--- config.mk ---
export PLATFORM = sky130hd
export DESIGN_NAME = inbound_irq_router
export DESIGN_NICKNAME = d
export VERILOG_FILES = /design/src/rtl/irw_pkg.sv /design/src/rtl/irw_datapath.sv /design/src/rtl/irw_control.sv /design/src/rtl/inbound_irq_router.sv
export SDC_FILE = /design/constraint.sdc
export NUM_CORES = 1
export LEC_CHECK = 0
export ABC_AREA = 0
export BUFFER_PORTS_ARGS = -buffer_cell sky130_fd_sc_hd__clkbuf_2
export CELL_PAD_IN_SITES_DETAIL_PLACEMENT = 1
export CELL_PAD_IN_SITES_GLOBAL_PLACEMENT = 1
export CORE_MARGIN = 3
export CORE_UTILIZATION = 40
export CTS_CLUSTER_DIAMETER = 80
export CTS_CLUSTER_SIZE = 10
export DETAILED_ROUTE_END_ITERATION = 8
export GPL_TIMING_DRIVEN = 1
export PLACE_DENSITY_LB_ADDON = 0.1
export SYNTH_ARGS = -nofsm -noshare
export SYNTH_HDL_FRONTEND = slang
export SYNTH_SLANG_ARGS = --single-unit
--- constraint.sdc ---
create_clock -name clk -period 5 [get_ports clk]
set_input_delay 0.75 -clock clk [delete_from_list [all_inputs] [get_ports clk]]
set_output_delay 0.75 -clock clk [all_outputs]
set_load 0.005 [all_outputs]
--- src/rtl/irw_pkg.sv ---
package irw_pkg;

  // Strobes from control to datapath
  typedef struct packed {
    logic push;      // store the selected port's write
    logic pushPort;  // 0: port 0, 1: port 1
    logic pop;       // retire the head entry
  } irwStrobe_t;

  typedef enum logic {
    ROUTE_MEM = 1'b0,
    ROUTE_INT = 1'b1
  } irwRoute_t;

endpackage

--- src/rtl/irw_datapath.sv ---
module irw_datapath
  import irw_pkg::*;
#(
  parameter int ADDR_W   = 32,
  parameter int DATA_W   = 32,
  parameter int SRC_W    = 8,
  parameter int DEPTH    = 8,
  parameter int WIN_W    = 12,
  parameter logic [WIN_W-1:0] WIN_BASE = 12'hFEE
) (
  input  logic              clk,
  input  logic              rstN,
  input  irwStrobe_t        strobe,
  input  logic [ADDR_W-1:0] in0Addr,
  input  logic [DATA_W-1:0] in0Data,
  input  logic [SRC_W-1:0]  in0Src,
  input  logic [ADDR_W-1:0] in1Addr,
  input  logic [DATA_W-1:0] in1Data,
  input  logic [SRC_W-1:0]  in1Src,
  input  logic              in1PciSem,
  output irwRoute_t         headRoute,
  output logic [ADDR_W-1:0] outAddr,
  output logic [DATA_W-1:0] outData,
  output logic [SRC_W-1:0]  outSrc,
  output logic              outPort
);

  localparam int PTR_W   = (DEPTH > 1) ? $clog2(DEPTH) : 1;
  localparam int ENTRY_W = ADDR_W + DATA_W + SRC_W + 2;
  localparam logic [PTR_W-1:0] LAST = PTR_W'(DEPTH - 1);

  // Entry layout: {port, qualifies, src, data, addr}
  logic [ENTRY_W-1:0] slots [DEPTH];
  logic [ENTRY_W-1:0] inEntry;
  logic [ENTRY_W-1:0] headEntry;
  logic [PTR_W-1:0]   wrPtr;
  logic [PTR_W-1:0]   rdPtr;
  logic               headQual;
  logic [ADDR_W-1:0]  headAddr;

  // Port 0 writes always qualify; port 1 needs the PCI-semantics mark.
  always_comb begin
    if (strobe.pushPort)
      inEntry = {1'b1, in1PciSem, in1Src, in1Data, in1Addr};
    else
      inEntry = {1'b0, 1'b1, in0Src, in0Data, in0Addr};
  end

  always_ff @(posedge clk) begin
    if (!rstN) begin
      wrPtr <= '0;
      rdPtr <= '0;
    end else begin
      if (strobe.push) wrPtr <= (wrPtr == LAST) ? '0 : wrPtr + 1'b1;
      if (strobe.pop)  rdPtr <= (rdPtr == LAST) ? '0 : rdPtr + 1'b1;
    end
  end

  for (genvar g = 0; g < DEPTH; g++) begin : gSlot
    always_ff @(posedge clk) begin
      if (strobe.push && wrPtr == PTR_W'(g)) slots[g] <= inEntry;
    end
  end

  assign headEntry = slots[rdPtr];
  assign headAddr  = headEntry[ADDR_W-1:0];
  assign outAddr   = headAddr;
  assign outData   = headEntry[ADDR_W +: DATA_W];
  assign outSrc    = headEntry[ADDR_W+DATA_W +: SRC_W];
  assign headQual  = headEntry[ENTRY_W-2];
  assign outPort   = headEntry[ENTRY_W-1];

  // Decode happens on the stored entry, after posting
  always_comb begin
    if (headQual && headAddr[ADDR_W-1 -: WIN_W] == WIN_BASE)
      headRoute = ROUTE_INT;
    else
      headRoute = ROUTE_MEM;
  end

endmodule

--- src/rtl/irw_control.sv ---
module irw_control
  import irw_pkg::*;
#(
  parameter int DEPTH = 8
) (
  input  logic       clk,
  input  logic       rstN,
  input  logic       in0Valid,
  input  logic       in1Valid,
  input  irwRoute_t  headRoute,
  input  logic       intReady,
  input  logic       memReady,
  output logic       in0Ready,
  output logic       in0Retry,
  output logic       in1Ready,
  output logic       in1Retry,
  output logic       intValid,
  output logic       memValid,
  output irwStrobe_t strobe
);

  localparam int CNT_W = $clog2(DEPTH + 1);
  localparam logic [CNT_W-1:0] FULL_CNT = CNT_W'(DEPTH);

  logic [CNT_W-1:0] count;
  logic             full;
  logic             empty;

  assign full  = (count == FULL_CNT);
  assign empty = (count == '0);

  // Fixed priority: port 0 first
  assign in0Ready = in0Valid && !full;
  assign in1Ready = in1Valid && !in0Valid && !full;
  assign in0Retry = in0Valid && full;
  assign in1Retry = in1Valid && full;

  assign intValid = !empty && headRoute == ROUTE_INT;
  assign memValid = !empty && headRoute == ROUTE_MEM;

  always_comb begin
    strobe          = '0;
    strobe.push     = in0Ready || in1Ready;
    strobe.pushPort = !in0Valid;
    strobe.pop      = (intValid && intReady) || (memValid && memReady);
  end

  always_ff @(posedge clk) begin
    if (!rstN) begin
      count <= '0;
    end else begin
      case ({strobe.push, strobe.pop})
        2'b10:   count <= count + 1'b1;
        2'b01:   count <= count - 1'b1;
        default: count <= count;
      endcase
    end
  end

endmodule

--- src/rtl/inbound_irq_router.sv ---
module inbound_irq_router
  import irw_pkg::*;
#(
  parameter int ADDR_W = 32,
  parameter int DATA_W = 32,
  parameter int SRC_W  = 8,
  parameter int DEPTH  = 8,
  parameter int WIN_W  = 12,
  parameter logic [WIN_W-1:0] WIN_BASE = 12'hFEE
) (
  input  logic              clk,
  input  logic              rstN,
  input  logic              in0Valid,
  input  logic [ADDR_W-1:0] in0Addr,
  input  logic [DATA_W-1:0] in0Data,
  input  logic [SRC_W-1:0]  in0Src,
  output logic              in0Ready,
  output logic              in0Retry,
  input  logic              in1Valid,
  input  logic [ADDR_W-1:0] in1Addr,
  input  logic [DATA_W-1:0] in1Data,
  input  logic [SRC_W-1:0]  in1Src,
  input  logic              in1PciSem,
  output logic              in1Ready,
  output logic              in1Retry,
  output logic              intValid,
  input  logic              intReady,
  output logic              memValid,
  input  logic              memReady,
  output logic [ADDR_W-1:0] outAddr,
  output logic [DATA_W-1:0] outData,
  output logic [SRC_W-1:0]  outSrc,
  output logic              outPort
);

  irwStrobe_t strobe;
  irwRoute_t  headRoute;

  irw_control #(.DEPTH(DEPTH)) u_control (
    .clk(clk), .rstN(rstN),
    .in0Valid(in0Valid), .in1Valid(in1Valid),
    .headRoute(headRoute),
    .intReady(intReady), .memReady(memReady),
    .in0Ready(in0Ready), .in0Retry(in0Retry),
    .in1Ready(in1Ready), .in1Retry(in1Retry),
    .intValid(intValid), .memValid(memValid),
    .strobe(strobe)
  );

  irw_datapath #(
    .ADDR_W(ADDR_W), .DATA_W(DATA_W), .SRC_W(SRC_W),
    .DEPTH(DEPTH), .WIN_W(WIN_W), .WIN_BASE(WIN_BASE)
  ) u_datapath (
    .clk(clk), .rstN(rstN), .strobe(strobe),
    .in0Addr(in0Addr), .in0Data(in0Data), .in0Src(in0Src),
    .in1Addr(in1Addr), .in1Data(in1Data), .in1Src(in1Src),
    .in1PciSem(in1PciSem),
    .headRoute(headRoute),
    .outAddr(outAddr), .outData(outData), .outSrc(outSrc),
    .outPort(outPort)
  );

endmodule

==> results by group <==
Clocking
  – CTS sink count: 605
  – Buffers inserted during post-CTS setup optimization: 0
  – PostCTS Resize Cnt: 0
  – Clk Latency, worst-skew pair: 0.58 ns
  – Reg clk slew, reported paths: 0.05 ns
  – CTS tree: yes
  – Clock buffer depth: 3
  – Hold Buf Count CTS: 0
  – CTS buffer count: 70
  – Root buf cell: clkbuf_16
  – # H-tree levels: 3

Pwr
  – Sw Share: 25.3%
  – P per Cell Area: 484 nW/µm²
  – Sequential power share: 46.5%
  – Clock network power share: 32.8%
  – LEAKAGE: 0.00918 µW
  – NetSw: 3420 µW
  – Power Internal: 10,100 µW
  – Comb pwr share: 20.6%
  – Worst vdd ir: 233 µV

Timing
  – Count of final setup violators: 0
  – Final worst-path cycle share: 84.4%
  – Skew final: 0.0216 ns
  – Max-slew violations: 0
  – Fmax: 0.237 GHz
  – Slew margin rel.: 34.9%
  – Unrepaired setup endpoints after global routing: no
  – Worst Tran Pin Value: 0.976 ns
  – Final hold vios: 0
  – Minimum clock period: 4.22 ns
  – Setup TNS: 0 ns

Global routing
  – Grt met1 use: 23.7%
  – Largest net degree at the start of global routing: 64
  – Global routing's busiest layer: met2
  – First-pass GRT wire length: 80,200 µm
  – Antenna violations before repair: 1
  – GRT Overall Usage: 17.1%
  – Vias in the first global route: 12.7k
  – Met2 Use GR: 27.9%
  – GR Util met3: 3.29%
  – Total gr overflow: 0

Floorplanning
  – Die Y: 250 µm
  – Die area: 62,600 µm²
  – I/O pins: 230
  – Row count: 88
  – Die X: 250 µm
  – Core area: 58,400 µm²
  – Starting Density: 40.9%

Cells and area
  – # fillers: 5,295
  – Layout cells sized above 1: 47.3%
  – Nets: 1,482
  – # diodes: 0
  – Final Util: 47.9%
  – Area growth syn-to-layout: 17.1%

Synth
  – Syn. warnings: 0
  – Mapped Cells: 1,047
  – Library cells used by synthesis: 42
  – Post-synth EDFFs: 592
  – Mapped Area: 23,900 µm²
  – FF+latch count, synth: 605
  – Asr flop ratio synth: 0%
  – Sequential area share after synthesis: 75.6%
  – Avg Cell Area, Syn: 22.8 µm²
  – Syn Nets: 1,210
  – Main synth FF type: edfxtp_1

Drt
  – Initial DRC count: 648
  – Antenna Nets Post-Route: 0
  – DR vias: 11.2k
  – Routed WL: 53,100 µm
  – DRT Pass-1 Iters: 4
  – DR vias/cell: 5.35
  – Routed len/inst: 25.3 µm
  – Residual DRC: 0

Run status
  – Status: completed

Worst setup path
  – Arr. time, crit path: 3.47 ns
  – Setup crit end: outAddr[10]
  – Worst r2r path cells: 12
  – CP Capture Type: primary output
  – Worst endpoint required time: 4.25 ns
  – WS Path Type: flop to primary output
  – R2r setup slk: 0.87 ns
  – FF-to-FF End: u_control.count[3]$_SDFFE_PN0P_
  – Startpoint types: flop
  – Worst Path Max Fanout: 63

Place
  – Placer congestion estimate: 0.719
  – Post-DP HPWL: 30,400 µm
  – Buffers on Ports: 229

Run
  – Max-Cap Viols: 0

Min path
  – Worst Min Path Start: u_datapath.rdPtr[1]$_SDFFE_PN0N_
  – Hold Path Stages: 2
  – Hold crit path type: flop to flop
-- how the worst min path moves through the flow --
| stage | end | slack [ns] |
|---|---|---|
| after floorplan | flop | 0.45 |
| after global placement | flop | 0.49 |
| after detailed placement | flop | 0.49 |
| after CTS | flop | 0.50 |
| after global routing | flop | 0.51 |
| final | flop | 0.49 |
-- power by group through the flow --
stage / Combinational [µW] / Sequential [µW] / Clock [µW]
5_1_grt: 3070 / 6340 / 4790
4_1_cts: 2900 / 6310 / 4580
3_5_place_dp: 2890 / 6410 / 0
3_3_place_gp: 2880 / 6380 / 0
2_1_floorplan: 1930 / 6280 / 0
6_report: 2790 / 6300 / 4440
-- layout by cell type (no fill, tap or decap), types with 2 or more instances in the layout --
cell type and count:
edfxtp_1 592, clkbuf_2 228, mux2_2 144, mux4_2 142
clkbuf_16 73, buf_4 19, nand2_1 16, clkbuf_1 12
inv_1 11, ha_1 11, dfxtp_1 10, and3_4 6
buf_12 6, mux2i_1 5, and2_1 5, nor2_1 4
mux4_1 4, a21oi_1 4, inv_6 4, nor2b_1 3
nor3_1 3, nor4_1 3, o21ai_0 3, dfxtp_4 3
nor3b_1 2, and2_4 2, xnor2_1 2, a21boi_0 2
-- flip-flops by register name, summed over array words and instances, names as in the netlist, named ones only --
register and cells:
u_control.count 4, u_datapath.rdPtr 3, u_datapath.slots 592, u_datapath.wrPtr 3
-- logic make-up after synthesis --
group	Yosys count	share of synthesized area [%]
and+or+nand+nor	52	1.20
xor gates and xnor gates	3	0.110
AOI/OAI and AO/OA	15	0.419
DFF	605	75.6
muxes	296	20.9
buffers and inverters	64	1.14
adders and majority gates	12	0.660
-- stage by stage --
stage | setup WS, ns | total power [µW] | hold WS, ns | std cells | instance area, µm²
CTS | 0.629 | 13800 | 0.500 | 2102 | 28000
floorplan | 1.42 | 8210 | 0.454 | 1047 | 23900
global placement | 0.879 | 9260 | 0.488 | 2012 | 26000
finish | 0.779 | 13500 | 0.486 | 2102 | 28000
global route | 0.544 | 14200 | 0.508 | 2102 | 28000
detailed placement | 0.861 | 9300 | 0.491 | 2012 | 26000
-- worst max-delay path, stage by stage, from the launching register on --
cell and delay [ns]:
dfxtp_4 0.77, buf_4 0.40, buf_4 0.81, mux4_2 0.42, mux2_2 0.30, clkbuf_2 0.12
-- cell type report --
type,instances,area (µm²),area share (%)
clock buffers,85,1870,6.69
clock inverters,5,42.5,0.152
inverters,11,41.3,0.148
multi-input cells,378,5600,20.0
flip-flops and latches,605,18000,64.6
well taps,765,957,3.42
repair buffers,253,1400,5.02
-- layer usage --
layer | up-vias | share of wire, %
li1 | 4923 | -
met3 | 63 | 4.5
met2 | 242 | 49
met1 | 6008 | 45
met4 | 0 | 1.6
met5 | - | 0
-- synthesized netlist by cell type (all sizes together), types with 6 or more instances --
| cell type | instances | area, µm² |
|---|---|---|
| edfxtp | 592 | 17800 |
| mux4 | 146 | 3300 |
| and2 | 7 | 43.8 |
| and3 | 6 | 37.5 |
| nand2 | 16 | 60.1 |
| inv | 11 | 41.3 |
| mux2 | 145 | 1640 |
| ha | 11 | 138 |
| dfxtp | 13 | 260 |
| clkbuf | 29 | 109 |
| buf | 24 | 121 |
(Power assumes the default switching activity.)
